<file path="config.mk">
export PLATFORM = sky130hd
export DESIGN_NAME = mtap_router
export DESIGN_NICKNAME = d
export VERILOG_FILES = /design/src/rtl/mtap_pkg.sv /design/src/rtl/mtap_port_fanout.sv /design/src/rtl/mtap_burst_buffer.sv /design/src/rtl/mtap_router.sv
export SDC_FILE = /design/constraint.sdc
export NUM_CORES = 1
export LEC_CHECK = 0
export ABC_AREA = 1
export BUFFER_PORTS_ARGS = -buffer_cell sky130_fd_sc_hd__buf_2
export CORE_ASPECT_RATIO = 0.8
export CORE_MARGIN = 3
export CORE_UTILIZATION = 55
export CTS_CLUSTER_SIZE = 14
export DETAILED_ROUTE_END_ITERATION = 10
export GPL_TIMING_DRIVEN = 0
export PLACE_DENSITY = 0.87
export SETUP_SLACK_MARGIN = 0.2
export SYNTH_ARGS = -nofsm -noshare
export SYNTH_HDL_FRONTEND = slang
export SYNTH_HIERARCHICAL = 1
export SYNTH_SLANG_ARGS = --single-unit
</file>
<file path="constraint.sdc">
create_clock -name clk -period 5.61 [get_ports clk]
set_clock_uncertainty 0.1 [all_clocks]
set_input_delay 1.683 -clock clk [delete_from_list [all_inputs] [get_ports clk]]
set_output_delay 1.683 -clock clk [all_outputs]
set_load 0.005 [all_outputs]
</file>
<file path="src/rtl/mtap_pkg.sv">
package mtap_pkg;

    typedef enum logic [2:0] {
        ST_IDLE,
        ST_CARD,
        ST_CMD,
        ST_REQ,
        ST_SINGLE,
        ST_BURST
    } mtap_state_e;

    localparam logic [7:0] PAD_ACCESS  = 8'h01;
    localparam logic [7:0] CARD_ACCESS = 8'h81;
    localparam logic [7:0] BURST_CMD   = 8'h42;
    localparam logic [7:0] FILL_BYTE   = 8'hFF;

    typedef struct packed {
        logic       hit_pad;
        logic       hit_card;
        logic [7:0] idx;
    } sel_t;

    typedef struct packed {
        logic [7:0] data;
        logic       ack;
    } reply_t;

    // Opening byte: bit 7 picks card versus controller, low bits give slot+1.
    function automatic sel_t decode_first(input logic [7:0] b, input int nslot);
        sel_t s;
        s = '0;
        if (int'(b[6:0]) >= 1 && int'(b[6:0]) <= nslot) begin
            s.idx      = {1'b0, b[6:0]} - 8'd1;
            s.hit_pad  = ~b[7];
            s.hit_card = b[7];
        end
        return s;
    endfunction

endpackage

</file>
<file path="src/rtl/mtap_port_fanout.sv">
module mtap_port_fanout
    import mtap_pkg::*;
#(
    parameter  int NSLOT  = 4,
    localparam int SLOT_W = (NSLOT > 1) ? $clog2(NSLOT) : 1
) (
    input  logic                 en,
    input  logic [SLOT_W-1:0]    slot,
    input  logic [NSLOT-1:0]     extra,
    input  logic [NSLOT-1:0]     present,
    input  logic [NSLOT-1:0]     ack_in,
    input  logic [NSLOT*8-1:0]   rx_bus,
    output logic [NSLOT-1:0]     strobe,
    output reply_t               reply
);

    for (genvar g = 0; g < NSLOT; g++) begin : g_slot
        assign strobe[g] = present[g] && ((en && slot == SLOT_W'(g)) || extra[g]);
    end

    always_comb begin
        reply.data = FILL_BYTE;
        reply.ack  = 1'b0;
        if (en && present[slot]) begin
            reply.data = rx_bus[int'(slot)*8 +: 8];
            reply.ack  = ack_in[slot];
        end
    end

endmodule

</file>
<file path="src/rtl/mtap_burst_buffer.sv">
module mtap_burst_buffer
    import mtap_pkg::*;
#(
    parameter  int DEPTH = 32,
    localparam int AW    = $clog2(DEPTH)
) (
    input  logic          clk,
    input  logic          rst,
    input  logic          wr_en,
    input  logic [AW-1:0] addr,
    input  logic [7:0]    wr_data,
    output logic [7:0]    rd_data
);

    logic [7:0] mem [DEPTH];

    always_ff @(posedge clk) begin
        if (rst) begin
            for (int i = 0; i < DEPTH; i++) mem[i] <= FILL_BYTE;
        end else if (wr_en) begin
            mem[addr] <= wr_data;
        end
    end

    assign rd_data = mem[addr];

endmodule

</file>
<file path="src/rtl/mtap_router.sv">
module mtap_router
    import mtap_pkg::*;
#(
    parameter int         NSLOT       = 4,
    parameter int         BURST_LEN   = 8,
    parameter logic [7:0] ID_BYTE     = 8'h80,
    parameter logic [7:0] STATUS_BYTE = 8'h5A
) (
    input  logic               clk,
    input  logic               rst,
    input  logic               step_valid,
    input  logic [7:0]         step_byte,
    output logic               rsp_valid,
    output logic [7:0]         rsp_byte,
    output logic               rsp_ack,
    output logic [NSLOT-1:0]   pad_strobe,
    output logic [7:0]         pad_tx,
    input  logic [NSLOT*8-1:0] pad_rx,
    input  logic [NSLOT-1:0]   pad_ack,
    input  logic [NSLOT-1:0]   pad_present,
    output logic [NSLOT-1:0]   card_strobe,
    output logic [7:0]         card_tx,
    input  logic [NSLOT*8-1:0] card_rx,
    input  logic [NSLOT-1:0]   card_ack,
    input  logic [NSLOT-1:0]   card_present
);

    localparam int SLOT_W = (NSLOT > 1) ? $clog2(NSLOT) : 1;
    localparam int DEPTH  = NSLOT * BURST_LEN;
    localparam int STEP_W = $clog2(DEPTH);
    localparam int BEAT_W = $clog2(BURST_LEN);

    mtap_state_e         state_q, state_d;
    logic [SLOT_W-1:0]   slot_q, slot_d;
    logic [STEP_W-1:0]   step_q, step_d;
    logic                arm_q, arm_d;
    logic                bad_q, bad_d;
    logic                done_q, done_d;

    sel_t                dec;
    logic [SLOT_W-1:0]   dec_slot;
    logic [SLOT_W-1:0]   route_slot;
    logic                pad_en, card_en;
    logic [NSLOT-1:0]    pad_extra;
    logic [NSLOT-1:0]    no_extra;
    reply_t              pad_rep, card_rep;

    logic [7:0]          rsp_d;
    logic                ack_d;
    logic                buf_we;
    logic [7:0]          buf_wd, buf_rd;
    logic                at_idle;

    assign dec      = decode_first(step_byte, NSLOT);
    assign dec_slot = dec.idx[SLOT_W-1:0];
    assign no_extra = '0;
    assign at_idle  = (state_q == ST_IDLE);

    // Which device sees the byte this step, and what byte it sees.
    always_comb begin
        pad_en     = 1'b0;
        card_en    = 1'b0;
        pad_tx     = step_byte;
        card_tx    = step_byte;
        route_slot = slot_q;
        if (step_valid) begin
            unique case (state_q)
                ST_IDLE: begin
                    route_slot = dec_slot;
                    if (dec.hit_pad) begin
                        pad_en = 1'b1;
                        pad_tx = PAD_ACCESS;
                    end else if (dec.hit_card) begin
                        card_en = 1'b1;
                        card_tx = CARD_ACCESS;
                    end
                end
                ST_CARD:   card_en = 1'b1;
                ST_CMD:    pad_en  = ~arm_q;
                ST_REQ: begin
                    pad_en = ~arm_q;
                    pad_tx = 8'h00;
                end
                ST_SINGLE: pad_en = 1'b1;
                ST_BURST:  pad_en = ~done_q;
                default: ;
            endcase
        end
    end

    // Armed selection that is acknowledged also wakes the other controllers.
    always_comb begin
        pad_extra = '0;
        if (step_valid && at_idle && dec.hit_pad && arm_q && pad_rep.ack)
            pad_extra = ~(NSLOT'(1) << dec_slot);
    end

    mtap_port_fanout #(.NSLOT(NSLOT)) u_pad_fan (
        .en      (pad_en),
        .slot    (route_slot),
        .extra   (pad_extra),
        .present (pad_present),
        .ack_in  (pad_ack),
        .rx_bus  (pad_rx),
        .strobe  (pad_strobe),
        .reply   (pad_rep)
    );

    mtap_port_fanout #(.NSLOT(NSLOT)) u_card_fan (
        .en      (card_en),
        .slot    (route_slot),
        .extra   (no_extra),
        .present (card_present),
        .ack_in  (card_ack),
        .rx_bus  (card_rx),
        .strobe  (card_strobe),
        .reply   (card_rep)
    );

    mtap_burst_buffer #(.DEPTH(DEPTH)) u_buf (
        .clk     (clk),
        .rst     (rst),
        .wr_en   (buf_we),
        .addr    (step_q),
        .wr_data (buf_wd),
        .rd_data (buf_rd)
    );

    // Response and sequence progression.
    always_comb begin
        state_d = state_q;
        slot_d  = slot_q;
        step_d  = step_q;
        arm_d   = arm_q;
        bad_d   = bad_q;
        done_d  = done_q;
        rsp_d   = FILL_BYTE;
        ack_d   = 1'b0;
        buf_we  = 1'b0;
        buf_wd  = FILL_BYTE;
        if (step_valid) begin
            unique case (state_q)
                ST_IDLE: begin
                    if (dec.hit_pad) begin
                        rsp_d   = pad_rep.data;
                        ack_d   = pad_rep.ack;
                        state_d = ST_CMD;
                        slot_d  = dec_slot;
                    end else if (dec.hit_card) begin
                        rsp_d   = card_rep.data;
                        ack_d   = card_rep.ack;
                        state_d = ST_CARD;
                        slot_d  = dec_slot;
                    end
                end
                ST_CARD: begin
                    rsp_d = card_rep.data;
                    ack_d = card_rep.ack;
                end
                ST_CMD: begin
                    if (arm_q) begin
                        rsp_d = ID_BYTE;
                        ack_d = 1'b1;
                        bad_d = (step_byte != BURST_CMD);
                    end else begin
                        rsp_d = pad_rep.data;
                        ack_d = pad_rep.ack;
                    end
                    state_d = ST_REQ;
                end
                ST_REQ: begin
                    if (arm_q) begin
                        rsp_d   = STATUS_BYTE;
                        ack_d   = ~bad_q;
                        state_d = ST_BURST;
                        slot_d  = '0;
                        step_d  = '0;
                        done_d  = 1'b0;
                    end else begin
                        rsp_d   = pad_rep.data;
                        ack_d   = pad_rep.ack;
                        state_d = ST_SINGLE;
                    end
                    arm_d = step_byte[0];
                end
                ST_SINGLE: begin
                    rsp_d = pad_rep.data;
                    ack_d = pad_rep.ack;
                end
                ST_BURST: begin
                    rsp_d  = buf_rd;
                    ack_d  = 1'b1;
                    buf_we = 1'b1;
                    if (!done_q) begin
                        buf_wd = pad_rep.data;
                        done_d = ~pad_rep.ack;
                    end
                    step_d = step_q + STEP_W'(1);
                    if (step_q[BEAT_W-1:0] == '1) begin
                        done_d = 1'b0;
                        slot_d = slot_q + SLOT_W'(1);
                        if (slot_q == SLOT_W'(NSLOT - 1)) ack_d = 1'b0;
                    end
                end
                default: ;
            endcase
            if (!ack_d) begin
                state_d = ST_IDLE;
                slot_d  = '0;
                step_d  = '0;
                done_d  = 1'b0;
            end
        end
    end

    always_ff @(posedge clk) begin
        if (rst) begin
            state_q   <= ST_IDLE;
            slot_q    <= '0;
            step_q    <= '0;
            arm_q     <= 1'b0;
            bad_q     <= 1'b0;
            done_q    <= 1'b0;
            rsp_valid <= 1'b0;
            rsp_byte  <= FILL_BYTE;
            rsp_ack   <= 1'b0;
        end else begin
            state_q   <= state_d;
            slot_q    <= slot_d;
            step_q    <= step_d;
            arm_q     <= arm_d;
            bad_q     <= bad_d;
            done_q    <= done_d;
            rsp_valid <= step_valid;
            if (step_valid) begin
                rsp_byte <= rsp_d;
                rsp_ack  <= ack_d;
            end
        end
    end

endmodule

</file>
==> flow_metrics.py <==
metrics = {
    "worst_setup_path": {
        "cp.buffers_inverters": 6,
        "cp.arrival_ns": 3.88,
        "cp_slowest_cell": "o21ai_4",
        "critPathRequiredTime_ns": 3.83,
        "crit_family": "simple AND/OR/NAND/NOR gates",
        "slowest_delay_ns": 0.24,
        "critPathCaptureType": "output pin",
        "worstSetupPathType": "input pin to output pin",
        "crit_path_max_fanout": 10,
        "path_cells": "buf_8 > inv_8 > ha_4 > inv_4 > nand2_2 > nand2_2 > nor2_4 > nand2_4 > nor2_4 > inv_2 > o21ai_4 > buf_8 > nand2_2 > nand2_4 > nand2_4 > nor2_4 > nand3_4 > a21oi_2 > nand2_1 > nand2_1 > buf_2",
        "crit_path_start_kind": "input pin",
    },
    "clocking": {
        "cts-root-buf": "clkbuf_16",
        "cts.sink_count": 279,
        "cts_tree": "built",
        "clk_pin_slew_ns": 0.07,
        "cts.path.max_buffers": 3,
        "htree_levels": 1,
        "hold_buffers": 0,
        "insertion_delay_ns": 0.56,
        "cts_buffers": 28,
    },
    "floorplanning": {
        "row_count": 53,
        "die_y_um": 155,
        "core_mm2": 0.0268,
        "io_pins": 125,
        "dieArea_mm2": 0.0297,
        "die_w_um": 192,
        "initial_utilization_pct": 56.9,
    },
    "final_layout": {
        "syn2layout_area_growth_pct": 15.8,
        "n_antenna_cell": 0,
        "final_nets": 2193,
        "instances_no_fill": 2473,
        "final_cell_mix": "nand2_1, edfxtp_1, buf_2, nor2_1, nand3_1",
        "multiInputGateArea_mm2": 0.00645,
        "final-seq-area_mm2": 0.00815,
        "fill_cells": 2162,
        "drive_gt1_share_pct": 18.0,
        "final_area_mm2": 0.0176,
        "final_common_cell": "nand2_1",
        "fin_util_pct": 65.9,
    },
    "global_routing": {
        "grt_max_degree": 16,
        "grt_first_pass_wirelength_mm": 70.5,
        "grt.total_usage_pct": 30.6,
        "antenna_found_initial": 0,
        "grt_pass1_vias": 13200,
        "gr-total-overflow": 0,
    },
    "synth": {
        "avgSynthCellArea_um2": 7.96,
        "synth_top_area_share_pct": 50.5,
        "ys_top_cells_by_area": "edfxtp_1, nand2_1, dfxtp_1, nand3_1, nor2_1",
        "async_reset_ff_share_pct": 0,
        "syn_area_mm2": 0.0152,
        "synth_warnings": 6,
        "synth_top_area_cell": "edfxtp_1",
        "seq_area_frac_synth_pct": 53.5,
        "yosys.cell_types.count": 41,
        "synth.ff_latch_count": 279,
        "synth_edf_count": 256,
        "ys.flop_type": "edfxtp_1",
        "synthCells": 1914,
    },
    "pwr": {
        "total_power_mw": 4.59,
        "powerDensity_mw_per_mm2": 260,
        "p_leak_nw": 7.59,
        "ir_drop_mv": 0.243,
    },
    "sta": {
        "slew_headroom_pct": 10.9,
        "fmax_mhz": 177,
        "setup_viol_count_final": 2,
        "drv_slew": 0,
        "worstMarginPinSlew_ns": 1.32,
        "grt_setup_unrepaired": "yes",
        "fin_crit_ns": 5.66,
        "period_share_pct": 101,
        "finalWorstSetupSlack_ns": -0.0504,
        "finalHoldViolations": 0,
        "fin_tns_setup_ns": -0.0518,
        "holdWs_ns": 0.357,
    },
    "detailed_routing": {
        "firstDrtPassIters": 9,
        "postRouteAntennaNets": 0,
        "post-route-drc-count": 0,
        "vias": 14100,
        "routed_wl_mm": 46.5,
        "drt_iter0_drc": 1943,
        "drt-vias-per-instance": 5.69,
        "wl_per_cell_um": 18.8,
    },
    "status": {
        "status": "finished with violations",
        "violations": "setup timing",
    },
    "placement": {
        "dpl_worst_slack_ns": -0.598,
        "dp.cells": 2396,
        "dpl_cell_area_mm2": 0.0163,
        "globalplace.congestion": 0.990,
        "port_buffers": 122,
        "hpwl_mm": 32.6,
    },
    "hold_path": {
        "hold_path_class": "flip-flop to flip-flop",
    },
    "run": {
        "maxCapViolations": 0,
    },
}
==> final cells by class <==
class	count	area share, %
clock inverters	15	0.986
clock buffers	35	4.12
repair buffers	149	4.76
inverters	85	2.20
plain buffers	94	2.69
well taps	357	2.53
flip-flops and latches	279	46.2
multi-input cells	1459	36.5
==> per-layer routing <==
metal  track usage (%)  vias up  share of wire [%]
li1                  -     6440                  -
met1              41.5     6487                 37
met2              47.2      997                 44
met3              9.57      150                 15
met4              9.99        0                4.0
met5                 0        -                  0
==> cells in the mapped netlist, drive strengths merged (7+ instances only) <==
cell       n
nor2     112
o211ai     7
o21ai     40
edfxtp   256
a21oi     26
nor3      14
dfxtp     23
nand3     66
inv       83
clkbuf    42
nand2   1167
nand4      8
buf       52
==> where the power goes <==
part	internal [mW]	switching (mW)
Clock	1.06	0.784
Combinational	0.123	0.229
Sequential	2.36	0.0330
Total	3.54	1.05
==> sequential cells by signal (all words and copies together), names as in the netlist <==
register,count
step_q,5
rsp_byte,8
rsp_ack,1
bad_q,1
rsp_valid,1
slot_q,2
state_q,3
done_q,1
u_buf/mem,256
arm_q,1
==> worst paths after layout <==
check	startpoint	endpoint	slack, ns	cells past startpoint
worst max-delay path	step_byte[1]	pad_strobe[2]	-0.05	21
worst min-delay path	bad_q	bad_q	0.36	2
worst max register to register	state_q[2]	u_buf/mem[13][7]	1.69	18
worst min register to register	bad_q	bad_q	0.36	2
==> kinds of logic after synthesis <==
| family | after synthesis | synth area share (%) |
|---|---|---|
| compound gates | 79 | 2.87 |
| flops | 279 | 53.5 |
| buf+inv | 179 | 5.36 |
| xor+xnor | 2 | 0.115 |
| fa+ha+maj | 6 | 0.493 |
| simple gates | 1368 | 37.7 |
| other cells | 1 | 0.0246 |
==> worst reg2reg max path: stages, from the launching register on <==
cell      delay (ns)
dfxtp_1         0.42
nor2_2          0.23
nand2_1         0.18
nor2_2          0.19
inv_2           0.11
o21ai_4         0.19
buf_8           0.18
buf_4           0.14
nor2_4          0.04
buf_4           0.17
nand2_1         0.06
nand2_1         0.05
nor2_1          0.15
nand3_1         0.24
nor2_1          0.16
nand2_1         0.07
inv_1           0.28
clkbuf_1        0.56
nand2_1         0.12
==> what timing repair did <==
item | in CTS | in global routing
buffers inserted | 19 | 7
pin swaps | 20 | 21
setup endpoints to repair | 8 | 6
hold endpoints to repair | 0 | 0
gates resized for setup | 41 | 24
(Power assumes the default switching activity.)
